$ cat src/rtl/acc_pkg.sv
package acc_pkg;
  localparam int OP_W = 4;

  localparam logic [OP_W-1:0] OPC_LOAD  = 4'h1;
  localparam logic [OP_W-1:0] OPC_STORE = 4'h2;
  localparam logic [OP_W-1:0] OPC_ADD   = 4'h3;

  typedef enum logic [3:0] {
    S_FETCH_MAR,
    S_FETCH_RD,
    S_FETCH_MBR,
    S_FETCH_IR,
    S_DECODE,
    S_OP_RD,
    S_OP_MBR,
    S_EXEC,
    S_ST_MBR,
    S_ST_WR,
    S_INC,
    S_HALT
  } cpu_state_e;

  typedef struct packed {
    logic mar_from_pc;
    logic mar_from_ir;
    logic mbr_from_mem;
    logic mbr_from_acc;
    logic ir_from_mbr;
    logic acc_from_mbr;
    logic acc_from_sum;
    logic pc_step;
  } xfer_t;

  function automatic logic op_known(input logic [OP_W-1:0] op);
    return (op == OPC_LOAD) || (op == OPC_STORE) || (op == OPC_ADD);
  endfunction
endpackage

$ cat src/rtl/acc_seq.sv
module acc_seq
  import acc_pkg::*;
(
  input  logic            clk,
  input  logic            rst_n,
  input  logic [OP_W-1:0] opcode,
  output xfer_t           xfer,
  output logic            mem_rd,
  output logic            mem_wr,
  output logic            halted
);
  cpu_state_e state_q, state_d;

  always_ff @(posedge clk) begin
    if (!rst_n) state_q <= S_FETCH_MAR;
    else        state_q <= state_d;
  end

  always_comb begin
    state_d = state_q;
    unique case (state_q)
      S_FETCH_MAR: state_d = S_FETCH_RD;
      S_FETCH_RD:  state_d = S_FETCH_MBR;
      S_FETCH_MBR: state_d = S_FETCH_IR;
      S_FETCH_IR:  state_d = S_DECODE;
      S_DECODE: begin
        if (!op_known(opcode))       state_d = S_HALT;
        else if (opcode == OPC_STORE) state_d = S_ST_MBR;
        else                          state_d = S_OP_RD;
      end
      S_OP_RD:  state_d = S_OP_MBR;
      S_OP_MBR: state_d = S_EXEC;
      S_EXEC:   state_d = S_INC;
      S_ST_MBR: state_d = S_ST_WR;
      S_ST_WR:  state_d = S_INC;
      S_INC:    state_d = S_FETCH_MAR;
      S_HALT:   state_d = S_HALT;
      default:  state_d = S_HALT;
    endcase
  end

  always_comb begin
    xfer = '0;
    unique case (state_q)
      S_FETCH_MAR: xfer.mar_from_pc  = 1'b1;
      S_FETCH_MBR: xfer.mbr_from_mem = 1'b1;
      S_FETCH_IR:  xfer.ir_from_mbr  = 1'b1;
      S_DECODE:    xfer.mar_from_ir  = op_known(opcode);
      S_OP_MBR:    xfer.mbr_from_mem = 1'b1;
      S_EXEC: begin
        xfer.acc_from_mbr = (opcode == OPC_LOAD);
        xfer.acc_from_sum = (opcode == OPC_ADD);
      end
      S_ST_MBR:    xfer.mbr_from_acc = 1'b1;
      S_INC:       xfer.pc_step      = 1'b1;
      default:     xfer = '0;
    endcase
  end

  assign mem_rd = (state_q == S_FETCH_RD) || (state_q == S_OP_RD);
  assign mem_wr = (state_q == S_ST_WR);
  assign halted = (state_q == S_HALT);

  AST_HALT_STICKY: assert property (@(posedge clk) disable iff (!rst_n)
    (state_q == S_HALT) |=> (state_q == S_HALT));

  AST_FETCH_AFTER_STEP: assert property (@(posedge clk) disable iff (!rst_n)
    (state_q == S_INC) |=> (state_q == S_FETCH_MAR) ##1 mem_rd);

  AST_ONE_TRANSFER_TO_ACC: assert property (@(posedge clk) disable iff (!rst_n)
    !(xfer.acc_from_mbr && xfer.acc_from_sum));
endmodule

$ cat src/rtl/acc_adder.sv
module acc_adder #(
  parameter int W = 16
) (
  input  logic [W-1:0] a,
  input  logic [W-1:0] b,
  output logic [W-1:0] sum
);
  logic [W:0] carry;

  assign carry[0] = 1'b0;
  for (genvar i = 0; i < W; i++) begin : g_bit
    assign sum[i]     = a[i] ^ b[i] ^ carry[i];
    assign carry[i+1] = (a[i] & b[i]) | (carry[i] & (a[i] ^ b[i]));
  end
endmodule

$ cat src/rtl/acc_datapath.sv
module acc_datapath
  import acc_pkg::*;
#(
  parameter int DATA_W = 16,
  parameter int ADDR_W = 12
) (
  input  logic              clk,
  input  logic              rst_n,
  input  xfer_t             xfer,
  input  logic [DATA_W-1:0] mem_rdata,
  output logic [ADDR_W-1:0] mar,
  output logic [DATA_W-1:0] mbr,
  output logic [ADDR_W-1:0] pc,
  output logic [DATA_W-1:0] acc,
  output logic [OP_W-1:0]   ir_op
);
  localparam int OP_LSB = DATA_W - OP_W;

  logic [ADDR_W-1:0] ir_adr;
  logic [DATA_W-1:0] sum;

  acc_adder #(.W(DATA_W)) u_add (.a(acc), .b(mbr), .sum(sum));

  always_ff @(posedge clk) begin
    if (!rst_n) begin
      pc     <= '0;
      mar    <= '0;
      mbr    <= '0;
      acc    <= '0;
      ir_op  <= '0;
      ir_adr <= '0;
    end else begin
      if (xfer.mar_from_pc)       mar <= pc;
      else if (xfer.mar_from_ir)  mar <= ir_adr;
      if (xfer.mbr_from_mem)      mbr <= mem_rdata;
      else if (xfer.mbr_from_acc) mbr <= acc;
      if (xfer.ir_from_mbr) begin
        ir_op  <= mbr[DATA_W-1 -: OP_W];
        ir_adr <= mbr[ADDR_W-1:0];
      end
      if (xfer.acc_from_mbr)      acc <= mbr;
      else if (xfer.acc_from_sum) acc <= sum;
      if (xfer.pc_step)           pc <= pc + 1'b1;
    end
  end

  AST_PC_UNIT_STEP: assert property (@(posedge clk) disable iff (!rst_n)
    (pc != $past(pc)) |-> (pc == $past(pc) + 1'b1));

  AST_MAR_SINGLE_SOURCE: assert property (@(posedge clk) disable iff (!rst_n)
    !(xfer.mar_from_pc && xfer.mar_from_ir));

  if (ADDR_W > OP_LSB) begin : g_bad_width
    initial assert (0) else $error("address field overlaps opcode");
  end
endmodule

$ cat src/rtl/acc_cpu.sv
module acc_cpu
  import acc_pkg::*;
#(
  parameter int DATA_W = 16,
  parameter int ADDR_W = 12
) (
  input  logic              clk,
  input  logic              rst_n,
  output logic [ADDR_W-1:0] mem_addr,
  output logic              mem_rd,
  output logic              mem_wr,
  output logic [DATA_W-1:0] mem_wdata,
  input  logic [DATA_W-1:0] mem_rdata,
  output logic              halted,
  output logic [ADDR_W-1:0] pc_o,
  output logic [DATA_W-1:0] acc_o
);
  xfer_t             xfer;
  logic [OP_W-1:0]   ir_op;
  logic [ADDR_W-1:0] mar;
  logic [DATA_W-1:0] mbr;

  acc_seq u_seq (
    .clk    (clk),
    .rst_n  (rst_n),
    .opcode (ir_op),
    .xfer   (xfer),
    .mem_rd (mem_rd),
    .mem_wr (mem_wr),
    .halted (halted)
  );

  acc_datapath #(.DATA_W(DATA_W), .ADDR_W(ADDR_W)) u_dp (
    .clk       (clk),
    .rst_n     (rst_n),
    .xfer      (xfer),
    .mem_rdata (mem_rdata),
    .mar       (mar),
    .mbr       (mbr),
    .pc        (pc_o),
    .acc       (acc_o),
    .ir_op     (ir_op)
  );

  assign mem_addr  = mar;
  assign mem_wdata = mbr;

  AST_STROBE_EXCL: assert property (@(posedge clk) disable iff (!rst_n)
    !(mem_rd && mem_wr));

  AST_STORE_DATA: assert property (@(posedge clk) disable iff (!rst_n)
    mem_wr |-> (mem_wdata == acc_o));

  AST_HALT_QUIET: assert property (@(posedge clk) disable iff (!rst_n)
    halted |-> (!mem_rd && !mem_wr));

  AST_HALT_PC_HOLD: assert property (@(posedge clk) disable iff (!rst_n)
    halted |=> $stable(pc_o));

  AST_RESET_QUIET: assert property (@(posedge clk)
    !rst_n |=> (!mem_rd && !mem_wr && !halted));
endmodule

$ cat config.mk
export PLATFORM = sky130hd
export DESIGN_NAME = acc_cpu
export DESIGN_NICKNAME = d
export VERILOG_FILES = /design/src/rtl/acc_pkg.sv /design/src/rtl/acc_seq.sv /design/src/rtl/acc_adder.sv /design/src/rtl/acc_datapath.sv /design/src/rtl/acc_cpu.sv
export SDC_FILE = /design/constraint.sdc
export NUM_CORES = 1
export LEC_CHECK = 0
export ABC_AREA = 1
export BUFFER_PORTS_ARGS = -buffer_cell sky130_fd_sc_hd__buf_2
export CAP_MARGIN = 20
export CORE_ASPECT_RATIO = 1.4
export CORE_MARGIN = 2
export CORE_UTILIZATION = 35
export CTS_BUF_LIST = sky130_fd_sc_hd__clkbuf_16
export CTS_CLUSTER_DIAMETER = 100
export DETAILED_ROUTE_END_ITERATION = 7
export PLACE_DENSITY = 0.66
export SLEW_MARGIN = 20
export SYNTH_ARGS = -nofsm -noshare
export SYNTH_HDL_FRONTEND = slang
export SYNTH_SLANG_ARGS = --single-unit
$ cat constraint.sdc
create_clock -name clk -period 5.75 [get_ports clk]
set_input_delay 1.15 -clock clk [delete_from_list [all_inputs] [get_ports clk]]
set_output_delay 1.15 -clock clk [all_outputs]
set_load 0.02 [all_outputs]
==> out/qor.txt <==
====================================================================================================
Worst hold-check path type                                                                   reg2reg
Per-cell via count in the routed design                                                         4.87
Crit Path Category                                                                           reg2reg
Final setup skew                                                                          0.00766 ns
DR iter-0 viols                                                                                  193
Longest Clk Path Bufs                                                                              2
Critical path fanouts, max                                                                         2
Half-perimeter wire length after placement                                                   6.98 mm
Violated checks                                                                         setup timing
Post-route minimum period                                                                    5.95 ns
Die outline width                                                                            91.1 um
Max Transition Viols Final                                                                         0
Worst rel slew slack                                                                           38.1%
Fin Setup TNS                                                                              -0.358 ns
Highest clock rate                                                                           168 MHz
DRC violation count after routing                                                                  0
Type of origin of the critical path                                                         register
IR drop worst, VDD                                                                            172 uV
Fin. Hold Viols                                                                                    0
Number of inserted filler cells in the final layout                                             1098
Top area cells in the synthesized netlist                                               sky130_fd_sc_hd__dfxtp_1 41%, sky130_fd_sc_hd__nand2_1 12%, sky130_fd_sc_hd__nor2_1 9.5%
Data required time at the worst endpoint                                                     6.00 ns
CORE AREA                                                                                10300 sq um
Unique cell type count in the Yosys netlist                                                       28
Element type at the critical path end                                                       register
Count of pins on the block boundary                                                               77
Post-synthesis cell area                                                                  3720 sq um
Vias in the first global route                                                                  3359
Number of enable-type register cells in the synthesized netlist                                    0
Synth warn                                                                                         0
Post-Place Cell Area                                                                      4250 sq um
First-pass GRT wire length                                                                   16.5 mm
CTS H-tree depth                                                                                   3
Final period utilization                                                                        104%
Overflow left after global routing                                                                 0
Final layout net count                                                                           614
Library cell used as clock root buffer                                                  sky130_fd_sc_hd__clkbuf_16
Maximum number of pins on one net before global-route repair                                      55
Post-layout instance count excluding filler cells                                                723
Height of the die                                                                             126 um
Worst setup slack after layout                                                             -0.201 ns
DRT Pass-1 Iters                                                                                   4
Total Wirelength                                                                             10.1 mm
Number of antenna violations at the first check in global routing                                  0
Static leakage                                                                               2.13 nW
Combined area of the multi-input logic cells                                              1980 sq um
Most instantiated flip-flop cell in the synthesis netlist                               sky130_fd_sc_hd__dfxtp_1
Worst-case hold slack                                                                       0.506 ns
Antenna Nets Post-Route                                                                            0
Pin slew with the least headroom to its limit                                               0.929 ns
Most numerous cell in the Yosys netlist                                                 sky130_fd_sc_hd__nand2_1
Ratio of cells with drive above 1 in the final layout                                          22.1%
Post-CTS setup repair buffer count                                                                 0
Clock-pin slew reported for the worst setup and hold paths after clock tree synthesis        0.06 ns
Starting density of the core                                                                   35.9%
Synth Instances                                                                                  512
Row Count                                                                                         44
Vias post-DR                                                                                    3518
Die area                                                                                 11500 sq um
Mean area per synthesized cell                                                            7.27 sq um
Total of flip-flops plus latches after synthesis                                                  76
Combined global-route utilization of all metal layers                                          18.0%
Number of buffers inserted during clock tree synthesis                                             9
Clock latency at the later pin of the worst-skew pair                                        0.33 ns
Final instance area                                                                       4580 sq um
CTS tree                                                                                        done
Sequential cell area fraction in the yosys report                                              40.9%
Area Overhead vs Synth                                                                         23.0%
Pre-CTS setup slack                                                                        -0.212 ns
Share of flip-flops with an asynchronous set or reset                                             0%
Number of setup violations in the final report                                                     2
RSZ-0062 raised after global routing                                                            true
Most frequent cells after synthesis                                                     118 x sky130_fd_sc_hd__nand2_1, 94 x sky130_fd_sc_hd__nor2_1, 76 x sky130_fd_sc_hd__dfxtp_1
DR WL/cell                                                                                   13.9 um
Cell Count Post-Placement                                                                        707
Top-area cell type share of the netlist area                                                   40.9%
Biggest area consumer among synthesized cells                                           sky130_fd_sc_hd__dfxtp_1
FF+latch area                                                                             1530 sq um
Number of buffers inserted by port buffering                                                      76
Clock Sinks                                                                                       76
Diode insertion count for antenna repair                                                           0
Ratio of total power to cell area                                                        417 nW/um^2
Outcome                                                                                 finished with violations
Arrival time worst endpoint                                                                  6.20 ns
Nets in the synthesized netlist                                                                  546
Total of max-cap violations                                                                        0
Routability Congestion                                                                         0.864
====================================================================================================
## layer usage
layer	up-vias	wire, um	global-route usage [%]	share of wire, %
met5	-	0	0	0
met2	101	4860	30.3	48
met3	21	453	3.05	4.5
met4	0	327	9.98	3.3
met1	1610	4420	21.8	44
li1	1786	-	-	-
## worst max-delay path, cell delays in order (launching register included)
cell and delay, ns:
sky130_fd_sc_hd__dfxtp_4 0.35, sky130_fd_sc_hd__ha_4 0.15, sky130_fd_sc_hd__fa_2 0.35, sky130_fd_sc_hd__fa_2 0.36, sky130_fd_sc_hd__fa_2 0.36, sky130_fd_sc_hd__fa_2 0.35
sky130_fd_sc_hd__fa_2 0.34, sky130_fd_sc_hd__fa_2 0.34, sky130_fd_sc_hd__fa_2 0.34, sky130_fd_sc_hd__fa_2 0.34, sky130_fd_sc_hd__fa_2 0.34, sky130_fd_sc_hd__fa_2 0.35
sky130_fd_sc_hd__fa_2 0.35, sky130_fd_sc_hd__inv_2 0.07, sky130_fd_sc_hd__fa_2 0.18, sky130_fd_sc_hd__inv_2 0.04, sky130_fd_sc_hd__fa_2 0.33, sky130_fd_sc_hd__fa_2 0.52
sky130_fd_sc_hd__nand2_1 0.05, sky130_fd_sc_hd__a21boi_2 0.18, sky130_fd_sc_hd__a211oi_2 0.17
## state kept, by name, indices dropped and copies added (netlist names)
register       flops
u_dp.mbr          16
u_dp.ir_op         4
u_dp.ir_adr       12
u_dp.acc          16
u_seq.state_q      4
u_dp.pc           12
u_dp.mar          12
## layout by cell type, fill, tap and decap left out, types with 7 or more instances in the layout
master,n
sky130_fd_sc_hd__o21ai_0,49
sky130_fd_sc_hd__nor3_1,7
sky130_fd_sc_hd__a21boi_0,13
sky130_fd_sc_hd__clkbuf_16,9
sky130_fd_sc_hd__inv_1,42
sky130_fd_sc_hd__buf_2,76
sky130_fd_sc_hd__a21oi_1,14
sky130_fd_sc_hd__nand3_1,19
sky130_fd_sc_hd__nand2_1,118
sky130_fd_sc_hd__fa_2,14
sky130_fd_sc_hd__nor2_1,93
sky130_fd_sc_hd__a211oi_1,14
sky130_fd_sc_hd__dfxtp_1,74
## report_power, final
| group | total (mW) | internal [mW] | switching [mW] |
|---|---|---|---|
| Clock | 0.586 | 0.374 | 0.211 |
| Sequential | 0.707 | 0.616 | 0.0911 |
| Combinational | 0.615 | 0.182 | 0.433 |
## per-stage QoR
stage	util, %	power, mW
after global placement	41.0	1.32
final	44.2	1.91
after detailed placement	41.0	1.33
after CTS	44.0	1.92
after global routing	44.2	2.03
after floorplan	-	1.16
## layout make-up
type | instances | share of cell area (%)
Clock buffer | 9 | 4.92
Clock inverter | 7 | 1.80
Inverter | 47 | 3.85
Multi-Input combinational cell | 366 | 43.3
Sequential cell | 76 | 33.4
Tap cell | 138 | 3.77
Timing Repair Buffer | 80 | 8.97
## what timing repair did
action | 4_1_cts | 5_1_grt
hold buffers | 0 | 0
endpoints found under the setup margin | 2 | 3
gates resized for setup | 2 | 6
pin swaps | 1 | 3
## cell families after synthesis
logic type,Yosys count,share of synthesized area (%)
DFF,76,40.9
and+or+nand+nor,248,27.1
AOI/OAI and AO/OA,102,16.1
buffers and inverters,70,7.70
adders and majority gates,16,8.21
## worst paths after layout
check	start	to	slack [ns]	cells after the start
worst max register to register	u_dp.mbr[0]	u_dp.acc[14]	-0.20	20
worst min register to register	u_dp.mar[4]	u_dp.mar[4]	0.51	2
worst min-delay path	u_dp.mar[4]	u_dp.mar[4]	0.51	2
worst max-delay path	u_dp.mbr[0]	u_dp.acc[14]	-0.20	20
(Power assumes the default switching activity.)
